`src/rtl/spi_dc_pkg.sv`:
```
package spi_dc_pkg;

   // Command bits that precede the channel number, in arrival order.
   localparam int CTRL_BITS  = 4;
   localparam int SLOT_BCAST = 0;
   localparam int SLOT_DIR   = 1;
   localparam int SLOT_SPACE = 2;
   localparam int SLOT_RSV   = 3;

   typedef enum logic [2:0] {
      PH_CTRL = 3'd0,
      PH_ID   = 3'd1,
      PH_ADDR = 3'd2,
      PH_DATA = 3'd3,
      PH_DONE = 3'd4
   } phase_t;

endpackage

```
`src/rtl/dc_bit_counter.sv`:
```
module dc_bit_counter
   import spi_dc_pkg::*;
#(
   parameter int ID_W   = 4,
   parameter int ADDR_W = 8,
   parameter int DATA_W = 16,
   parameter int CNT_W  = 6
) (
   input  logic             clk,
   input  logic             arst,
   input  logic             len16,
   output logic [CNT_W-1:0] cnt,
   output phase_t           phase,
   output logic             id_first,
   output logic [CNT_W-1:0] data_idx
);

   localparam int HDR_BITS = CTRL_BITS + ID_W + ADDR_W;
   localparam int ID_END   = CTRL_BITS + ID_W;
   localparam logic [CNT_W-1:0] LEN_LONG  = CNT_W'(HDR_BITS + DATA_W);
   localparam logic [CNT_W-1:0] LEN_SHORT = CNT_W'(HDR_BITS + DATA_W / 2);

   logic [CNT_W-1:0] cnt_q;
   logic [CNT_W-1:0] frame_len;

   assign frame_len = len16 ? LEN_LONG : LEN_SHORT;

   // Position within the frame; parks at the frame length.
   always_ff @(posedge clk or posedge arst) begin
      if (arst) begin
         cnt_q <= '0;
      end else if (cnt_q < frame_len) begin
         cnt_q <= cnt_q + 1'b1;
      end
   end

   always_comb begin
      if (cnt_q < CNT_W'(CTRL_BITS)) begin
         phase = PH_CTRL;
      end else if (cnt_q < CNT_W'(ID_END)) begin
         phase = PH_ID;
      end else if (cnt_q < CNT_W'(HDR_BITS)) begin
         phase = PH_ADDR;
      end else if (cnt_q < frame_len) begin
         phase = PH_DATA;
      end else begin
         phase = PH_DONE;
      end
   end

   assign cnt      = cnt_q;
   assign id_first = (cnt_q == CNT_W'(CTRL_BITS));
   assign data_idx = cnt_q - CNT_W'(HDR_BITS);

endmodule

```
`src/rtl/dc_chan_stage.sv`:
```
module dc_chan_stage (
   input  logic clk,
   input  logic arst,
   input  logic bit_in,
   input  logic id_phase,
   input  logic id_first,
   input  logic bypass,
   output logic bit_out,
   output logic zero_seen
);

   logic borrow_q;
   logic borrow_in;
   logic zero_q;

   // The first number bit always subtracts one; later bits take the carried borrow.
   assign borrow_in = id_first ? 1'b1 : borrow_q;

   always_comb begin
      if (id_phase && !bypass) begin
         bit_out = bit_in ^ borrow_in;
      end else begin
         bit_out = bit_in;
      end
   end

   always_ff @(posedge clk or posedge arst) begin
      if (arst) begin
         borrow_q <= 1'b0;
         zero_q   <= 1'b1;
      end else if (id_phase) begin
         borrow_q <= borrow_in & ~bit_in;
         zero_q   <= zero_q & ~bit_in;
      end
   end

   assign zero_seen = zero_q;

endmodule

```
`src/rtl/dc_frame_ctl.sv`:
```
module dc_frame_ctl
   import spi_dc_pkg::*;
#(
   parameter int NUM_CH = 2,
   parameter int ADDR_W = 8,
   parameter int DATA_W = 16,
   parameter int CNT_W  = 6
) (
   input  logic              clk,
   input  logic              arst,
   input  logic              sdi,
   input  logic [CNT_W-1:0]  cnt,
   input  phase_t            phase,
   input  logic [NUM_CH-1:0] zero_vec,
   output logic              bcast,
   output logic              dir_rd,
   output logic              space_reg,
   output logic [ADDR_W-1:0] addr,
   output logic [DATA_W-1:0] wdata,
   output logic [NUM_CH-1:0] tgt_mask,
   output logic              hdr_done,
   output logic              wr_done,
   output logic              rd_en
);

   logic              bcast_q;
   logic              dir_q;
   logic              space_q;
   logic [ADDR_W-1:0] addr_q;
   logic [DATA_W-1:0] wdata_q;
   logic              id_known;

   always_ff @(posedge clk or posedge arst) begin
      if (arst) begin
         bcast_q <= 1'b0;
         dir_q   <= 1'b0;
         space_q <= 1'b0;
         addr_q  <= '0;
         wdata_q <= '0;
      end else begin
         case (phase)
            PH_CTRL: begin
               if (cnt == CNT_W'(SLOT_BCAST)) bcast_q <= sdi;
               if (cnt == CNT_W'(SLOT_DIR))   dir_q   <= sdi;
               if (cnt == CNT_W'(SLOT_SPACE)) space_q <= sdi;
               // The reserved slot is deliberately not captured.
            end
            PH_ADDR: addr_q  <= {addr_q[ADDR_W-2:0], sdi};
            PH_DATA: wdata_q <= {wdata_q[DATA_W-2:0], sdi};
            default: ;
         endcase
      end
   end

   assign id_known = (phase == PH_ADDR) || (phase == PH_DATA) || (phase == PH_DONE);
   assign hdr_done = (phase == PH_DATA) || (phase == PH_DONE);

   for (genvar ch = 0; ch < NUM_CH; ch++) begin : g_tgt
      assign tgt_mask[ch] = id_known && (bcast_q || zero_vec[ch]);
   end

   assign wr_done = (phase == PH_DONE) && !dir_q && (|tgt_mask);
   assign rd_en   = (phase == PH_DATA) && dir_q && !bcast_q && (|zero_vec);

   assign bcast     = bcast_q;
   assign dir_rd    = dir_q;
   assign space_reg = space_q;
   assign addr      = addr_q;
   assign wdata     = wdata_q;

endmodule

```
`src/rtl/dc_sdo_drive.sv`:
```
module dc_sdo_drive #(
   parameter int DATA_W = 16,
   parameter int CNT_W  = 6
) (
   input  logic              rd_en,
   input  logic              len16,
   input  logic [CNT_W-1:0]  data_idx,
   input  logic [DATA_W-1:0] rd_data,
   output logic              sdo,
   output logic              sdo_oe
);

   localparam int HALF_W = DATA_W / 2;

   logic [DATA_W-1:0] shifted;
   logic              msb_bit;

   // Shifting instead of indexing keeps the select free of width mismatches.
   assign shifted = rd_data << data_idx;
   assign msb_bit = len16 ? shifted[DATA_W-1] : shifted[HALF_W-1];

   assign sdo_oe = rd_en;
   assign sdo    = rd_en & msb_bit;

endmodule

```
`src/rtl/daisy_spi_node.sv`:
```
module daisy_spi_node
   import spi_dc_pkg::*;
#(
   parameter int NUM_CH = 2,
   parameter int ID_W   = 4,
   parameter int ADDR_W = 8,
   parameter int DATA_W = 16
) (
   input  logic              rst_n,
   input  logic              sclk,
   input  logic              cs_n,
   input  logic              sdi,
   input  logic              len16,
   input  logic [DATA_W-1:0] rd_data,
   output logic              sdi_thru,
   output logic              sdo,
   output logic              sdo_oe,
   output logic              hdr_done,
   output logic [NUM_CH-1:0] tgt_mask,
   output logic              acc_read,
   output logic              acc_reg,
   output logic [ADDR_W-1:0] acc_addr,
   output logic [DATA_W-1:0] wr_data,
   output logic              wr_done
);

   localparam int HDR_BITS  = CTRL_BITS + ID_W + ADDR_W;
   localparam int FRAME_MAX = HDR_BITS + DATA_W;
   localparam int CNT_W     = $clog2(FRAME_MAX + 1);

   if (NUM_CH < 1 || NUM_CH >= (1 << ID_W)) begin : g_bad_num_ch
      $error("NUM_CH must be at least 1 and below the channel number range");
   end
   if (DATA_W < 2 || (DATA_W % 2) != 0) begin : g_bad_data_w
      $error("DATA_W must be even and at least 2");
   end
   if (ADDR_W < 2) begin : g_bad_addr_w
      $error("ADDR_W must be at least 2");
   end
   if (ID_W < 1) begin : g_bad_id_w
      $error("ID_W must be at least 1");
   end

   logic             frame_rst;
   logic [CNT_W-1:0] cnt;
   phase_t           phase;
   logic             id_first;
   logic             id_phase;
   logic [CNT_W-1:0] data_idx;
   logic             bcast_q;
   logic             rd_en;
   logic [NUM_CH:0]  chain;
   logic [NUM_CH-1:0] zero_vec;

   // Deselect and global reset both end the frame asynchronously.
   assign frame_rst = ~rst_n | cs_n;
   assign id_phase  = (phase == PH_ID);

   dc_bit_counter #(
      .ID_W   (ID_W),
      .ADDR_W (ADDR_W),
      .DATA_W (DATA_W),
      .CNT_W  (CNT_W)
   ) u_cnt (
      .clk      (sclk),
      .arst     (frame_rst),
      .len16    (len16),
      .cnt      (cnt),
      .phase    (phase),
      .id_first (id_first),
      .data_idx (data_idx)
   );

   // One decrement stage per local channel, chained in order.
   assign chain[0] = sdi;
   for (genvar ch = 0; ch < NUM_CH; ch++) begin : g_stage
      dc_chan_stage u_stage (
         .clk       (sclk),
         .arst      (frame_rst),
         .bit_in    (chain[ch]),
         .id_phase  (id_phase),
         .id_first  (id_first),
         .bypass    (bcast_q),
         .bit_out   (chain[ch+1]),
         .zero_seen (zero_vec[ch])
      );
   end
   assign sdi_thru = chain[NUM_CH];

   dc_frame_ctl #(
      .NUM_CH (NUM_CH),
      .ADDR_W (ADDR_W),
      .DATA_W (DATA_W),
      .CNT_W  (CNT_W)
   ) u_ctl (
      .clk       (sclk),
      .arst      (frame_rst),
      .sdi       (sdi),
      .cnt       (cnt),
      .phase     (phase),
      .zero_vec  (zero_vec),
      .bcast     (bcast_q),
      .dir_rd    (acc_read),
      .space_reg (acc_reg),
      .addr      (acc_addr),
      .wdata     (wr_data),
      .tgt_mask  (tgt_mask),
      .hdr_done  (hdr_done),
      .wr_done   (wr_done),
      .rd_en     (rd_en)
   );

   dc_sdo_drive #(
      .DATA_W (DATA_W),
      .CNT_W  (CNT_W)
   ) u_sdo (
      .rd_en    (rd_en),
      .len16    (len16),
      .data_idx (data_idx),
      .rd_data  (rd_data),
      .sdo      (sdo),
      .sdo_oe   (sdo_oe)
   );

endmodule

```
`config.mk`:
```
export PLATFORM = sky130hd
export DESIGN_NAME = daisy_spi_node
export DESIGN_NICKNAME = d
export VERILOG_FILES = /design/src/rtl/spi_dc_pkg.sv /design/src/rtl/dc_bit_counter.sv /design/src/rtl/dc_chan_stage.sv /design/src/rtl/dc_frame_ctl.sv /design/src/rtl/dc_sdo_drive.sv /design/src/rtl/daisy_spi_node.sv
export SDC_FILE = /design/constraint.sdc
export NUM_CORES = 1
export LEC_CHECK = 0
export BUFFER_PORTS_ARGS = -buffer_cell sky130_fd_sc_hd__buf_2
export CORE_MARGIN = 2
export CORE_UTILIZATION = 29
export DETAILED_ROUTE_END_ITERATION = 8
export PLACE_DENSITY = 0.48
export SYNTH_ARGS = -nofsm -noshare
export SYNTH_HDL_FRONTEND = slang
export SYNTH_SLANG_ARGS = --single-unit
```
`constraint.sdc`:
```
create_clock -name sclk -period 3.6 [get_ports sclk]
set_clock_uncertainty 0.15 [all_clocks]
set_input_delay 0.9 -clock sclk [delete_from_list [all_inputs] [get_ports sclk]]
set_output_delay 0.9 -clock sclk [all_outputs]
set_load 0.005 [all_outputs]
```
Word-level counts from Yosys, hierarchy flattened
Cells that the tools add are included.
W data, S select, Z words.
{"block": "op_classes", "bitwise": 11, "n_mux": 10, "eq_ne": 7, "reduce_logical": 22, "n_shift": 1, "n_lt_le_gt_ge": 4, "add_sub_neg": 2}
{"operator": "$shl A16 B6 Y16", "n": 1}
{"operator": "$mux W3", "n": 4}
{"operator": "$logic_and A1 B1 Y1", "n": 8}
{"operator": "$add A6 B1 Y6 const B", "n": 1}
{"operator": "$eq A3 B2 Y1 const B", "n": 2}
{"operator": "$eq A6 B1 Y1 const B", "n": 1}
{"operator": "$eq A6 B2 Y1 const B", "n": 1}
{"operator": "$eq A6 B3 Y1 const B", "n": 1}
{"operator": "$logic_not A6 Y1", "n": 1}
{"operator": "$lt A6 B3 Y1 const B", "n": 1}
{"operator": "$lt A6 B4 Y1 const B", "n": 1}
{"operator": "$lt A6 B5 Y1 const B", "n": 1}
{"operator": "$lt A6 B6 Y1", "n": 1}
{"operator": "$mux W6", "n": 1}
{"operator": "$reduce_and A2 Y1", "n": 3}
{"operator": "$sub A6 B5 Y6 const B", "n": 1}
{"operator": "$and A1 B1 Y1", "n": 5}
{"operator": "$logic_or A1 B1 Y1", "n": 5}
{"operator": "$mux W1", "n": 5}
{"operator": "$reduce_or A2 Y1", "n": 2}
{"operator": "$eq A3 B1 Y1 const B", "n": 1}
{"operator": "$eq A3 B3 Y1 const B", "n": 1}
{"operator": "$logic_not A3 Y1", "n": 1}
{"operator": "$not A1 Y1", "n": 3}
{"operator": "other kinds (3)", "n": 5}
{"block": "word_totals", "elab_cells": 67, "register_bits": 37, "out_inout_bits": 33, "input_bits": 21}

Longest topological paths before layout
{"block": "logic_depth", "word_depth": 12, "depth_mapped": 10, "depth_no_buf": 9}

Cells and area by module
From an unflattened synthesis, not the netlist that was laid out.
{"block": "hier_totals", "cells_unflattened": 159, "area_unflattened_um2": 1985.7}
{"module": "dc_frame_ctl", "area_each_um2": 1136.1, "n_inst": 1, "seq_area_each_um2": 675.6, "cells_per_inst": 77}
{"module": "dc_bit_counter", "area_each_um2": 432.9, "n_inst": 1, "seq_area_each_um2": 150.1, "cells_per_inst": 46}
{"module": "dc_chan_stage", "area_each_um2": 113.9, "n_inst": 2, "seq_area_each_um2": 51.3, "cells_per_inst": 10}
{"module": "dc_sdo_drive", "area_each_um2": 170.2, "n_inst": 1, "seq_area_each_um2": 0.0, "cells_per_inst": 14}
{"module": "daisy_spi_node", "area_each_um2": 18.8, "n_inst": 1, "seq_area_each_um2": 0.0, "cells_per_inst": 2}

Worst setup path before layout
Ideal clock, no wire load.
{"block": "synth_path", "path_type": "input to output", "start": "input port len16", "end": "output port sdo", "cell_stages": 5, "required_time_ps": 2550, "path_slack_ps": 460, "arrival_ps": 2090, "path_cell_list": "ha_1 -> o21a_1 -> o21a_4 -> or4b_1 -> a21oi_1"}
{"block": "synth_via", "elab_chain_cells": 11, "elab_cells_between_ends": 12}
{"element": "start, declared", "line_no": "daisy_spi_node.sv:13", "source": "input logic len16,"}
{"element": "$mux W6", "line_no": "dc_bit_counter.sv:26", "source": "assign frame_len = len16 ? LEN_LONG : LEN_SHORT;"}
{"element": "$lt A6 B6 Y1", "line_no": "dc_bit_counter.sv:44", "source": "end else if (cnt_q < frame_len) begin"}
{"element": "$mux W3", "line_no": "dc_bit_counter.sv:44"}
{"element": "$mux W3", "line_no": "dc_bit_counter.sv:42", "source": "end else if (cnt_q < CNT_W'(HDR_BITS)) begin"}
{"element": "$mux W3", "line_no": "dc_bit_counter.sv:40", "source": "end else if (cnt_q < CNT_W'(ID_END)) begin"}
{"element": "$mux W3", "line_no": "dc_bit_counter.sv:38", "source": "if (cnt_q < CNT_W'(CTRL_BITS)) begin"}
{"element": "$eq A3 B2 Y1", "line_no": "dc_frame_ctl.sv:63", "source": "assign rd_en = (phase == PH_DATA) && dir_q && !bcast_q && (|zero_vec);"}
{"element": "$logic_and A1 B1 Y1 (3 in series)", "line_no": "dc_frame_ctl.sv:63"}
{"element": "$and A1 B1 Y1 (*)", "line_no": "dc_sdo_drive.sv:23", "source": "assign sdo = rd_en & msb_bit;"}
{"element": "end, declared", "line_no": "daisy_spi_node.sv:16", "source": "output logic sdo,"}
Mark *: on every way between the ends. The rest lies on a longest branch, timed or not.

Final worst setup path
Ends and elaborated chain as after synthesis.

==> run_results.csv <==
group,metric,value,unit
yosys,yosysTopAreaCell,"dfrtp_1",
pwr,power_density,877,nW/µm²
global_routing,grtUsageTotal,11.3,%
worst_setup_path,critPathMaxStageDelay,0.47,ns
placed_design,gp_congestion,0.729,
yosys,synth_edf_count,0,
pwr,comb_power_share,48.9,%
timing,setup_ws,0.152,ns
timing,hold_violations,0,
detailed_routing,drt_iter0_drc,24,
worst_setup_path,cp_max_fo,7,
worst_setup_path,required,2.55,ns
layout,register_area,928,µm²
outcome,outcome,"finished clean",
yosys,yosys-top-cells-area,"dfrtp_1 (46%), mux2_2 (16%), ha_1 (6.6%)",
worst_setup_path,criticalPathCategory,"in2out",
floorplanning,die_w,85.1,µm
yosys,ys_seq_area_share,48.7,%
layout,final_nets,248,
timing,fin_crit,3.45,ns
cts,cts_tree,"yes",
worst_setup_path,crit_slowest_cell,"or4b_1",
detailed_routing,drcViolationCount,0,
placed_design,numPortBuffers,53,
floorplanning,core-area,6350,µm²
pwr,clkPwrFrac,14.1,%
placed_design,dp_hpwl,2810,µm
worst_setup_path,endpoint_kind,"output pin",
pwr,power_switching,0.740,mW
timing,finalSetupViolCount,0,
cts,hold_buffers,0,
worst_setup_path,cp_top_family,"compound AO/OA/AOI/OAI gates",
detailed_routing,viasPerCell,4.62,
worst_setup_path,cp_cell_sequence,"buf_2, ha_1, o21a_1, o21a_4, or4b_1, a21oi_1, buf_2",
cts,insertion_delay,0.28,ns
timing,timing.fmax,0.290,GHz
cts,cts_sinks,37,
detailed_routing,dr.pass1.iters,4,
global_routing,grt-ovfl-total,0,
yosys,ys_types,36,
pwr,power.internal,1.33,mW
pwr,pwr-share-seq,37.0,%
timing,setup_tns,0,ns
worst_setup_path,cpMostUsedCell,"buf_2",
detailed_routing,wl_per_cell,13.0,µm
worst_setup_path,critPathArrivalTime,2.40,ns
detailed_routing,dr_total_vias,1357,
floorplanning,initial_utilization,30.0,%
floorplanning,rows,29,
yosys,yosysWarnings,0,
cts,clkTransAtPathRegs,0.07,ns
worst_setup_path,setup.worst_path.start_class,"input pin",
cts,clockBufferDepth,2,
yosys,synth-main-ff-cell,"dfrtp_1",
layout,fill_cells,652,
layout,num_antenna_cells,0,
floorplanning,die_area,7240,µm²
layout,design_area,2360,µm²
timing,rsz0062_at_grt,"false",
placed_design,placedInstanceArea,2270,µm²
timing,finalMaxSlewViolations,0,
layout,multi_input_area,908,µm²
yosys,syn_area,1910,µm²
global_routing,grt_pass1_wl,6490,µm
yosys,yosysTopAreaCellShare,46.0,%
cts,cts_root_buf,"clkbuf_8",
yosys,synthCells,158,
pwr,p_leak,1.16,nW
global_routing,first_global_vias,1364,
placed_design,dp_worst_setup_slack,0.162,ns
hold_path,hold_path_class,"reg2reg",
layout,largest_reg_flops,16,
detailed_routing,drtAntennaViolNets,0,
global_routing,grt_max_degree,34,
pwr,switching_share,35.8,%
worst_setup_path,worst-path-buf-inv,2,
floorplanning,fp.dieH,85.1,µm
timing,fin_crit_sh,95.8,%
yosys,avgSynthCellArea,12.1,µm²
floorplanning,ioPinCount,54,
cts,cts_inserted_buffers,5,
global_routing,grt_antenna_before_repair,0,
yosys,async_reset_ff_share,100,%
detailed_routing,wirelength,3810,µm
layout,drive_gt1_share,46.1,%
job,maxCapViolCount,0,
timing,worst_slew_pin_slew,0.511,ns
pwr,vdd_drop_max,0.000292,V
cts,h-tree-depth,2,
layout,area_delta_synth_final,23.8,%
timing,slew_headroom,65.4,%
yosys,syn-num-nets,189,
yosys,synth_seq_cells,37,
## metrics by stage
stage / power, mW / util, % / hold WS [ns] / instances
6_report: 2.07 / 37.2 / 0.323 / 294
5_1_grt: 2.27 / 37.2 / 0.342 / 294
4_1_cts: 2.11 / 37.1 / 0.326 / 294
3_5_place_dp: 1.80 / 35.8 / 0.310 / 287
3_3_place_gp: 1.80 / 35.8 / 0.308 / 287
2_1_floorplan: 1.48 / - / 0.287 / 158
## power groups by stage
stage	combinational, mW	sequential, mW	clock (mW)
after floorplan	0.729	0.754	0
after global placement	1.03	0.777	0
after detailed placement	1.03	0.776	0
after CTS	1.03	0.769	0.308
after global routing	1.14	0.802	0.328
final	1.01	0.766	0.291
## cells in the final DEF (no fill, tap or decap), types with 2 or more instances in the layout
master    synthesis  final
nor2_1            7      7
o21a_1            2      2
o21ai_0           2      2
buf_4             0      6
nand4b_1          2      2
mux4_2            2      2
nand3_1           5      5
nand2b_1          2      2
inv_1             8      8
buf_2             3     53
xor2_1            3      3
clkbuf_8          0      6
ha_1             10      9
dfrtp_1          35     35
mux2_2           27     27
nand2_1          14     14
xnor2_1           3      3
mux2i_1           4      4
nor3_1            2      2
dfstp_2           2      2
nor4b_1           2      2
a21oi_1           5      5
## path summary, 6_finish.rpt
check	start	to	slack, ns	cells after the start
min in group asynchronous	rst_n	u_ctl.wdata[1]	0.38	2
setup reg to reg	u_cnt.cnt[4]	u_ctl.space_reg	1.53	6
max in group asynchronous	cs_n	g_stage[1].u_stage.zero_seen	2.24	3
setup / recovery	len16	sdo	0.15	7
hold reg to reg	g_stage[0].u_stage.zero_seen	g_stage[0].u_stage.zero_seen	0.32	1
hold / removal	g_stage[0].u_stage.zero_seen	g_stage[0].u_stage.zero_seen	0.32	1
## routing by layer
metal	wire length, µm	GRT usage, %	vias to the layer above
met2	1700	17.9	42
met3	249	3.70	6
met1	1810	14.5	634
met5	0	0	-
li1	-	-	675
met4	57	3.90	0
## cell families (layout without fill, tap and decap cells)
group / Yosys count / count (layout) / share of synthesized area [%]
XOR/XNOR: 6 / 6 / 2.76
buffers and inverters: 15 / 74 / 4.14
multiplexers: 33 / 33 / 20.4
AO/OA/AOI/OAI: 15 / 15 / 5.52
flip-flops: 37 / 37 / 48.7
adder cells (fa/ha/maj): 10 / 10 / 6.57
AND/OR/NAND/NOR: 42 / 42 / 11.9
## synthesized netlist by cell type, types with 3 or more instances
master   instances
mux2i_1          4
xor2_1           3
a21oi_1          5
dfrtp_1         35
ha_1            10
nand2_1         14
xnor2_1          3
buf_2            3
mux2_2          27
inv_1            8
nand3_1          5
nor2_1           7
## layout make-up
type	count	area share, %
clock buffer	7	3.66
inverter	8	1.27
multi-input combinational	106	38.5
sequential	37	39.3
tap	77	4.08
timing repair buffer	59	13.1
## timing repair
item                       4_1_cts  5_1_grt
gates resized for setup          0        1
setup endpoints to repair        0        1
setup buffers                    0        0
No activity file was read; power rests on OpenSTA's default activity.
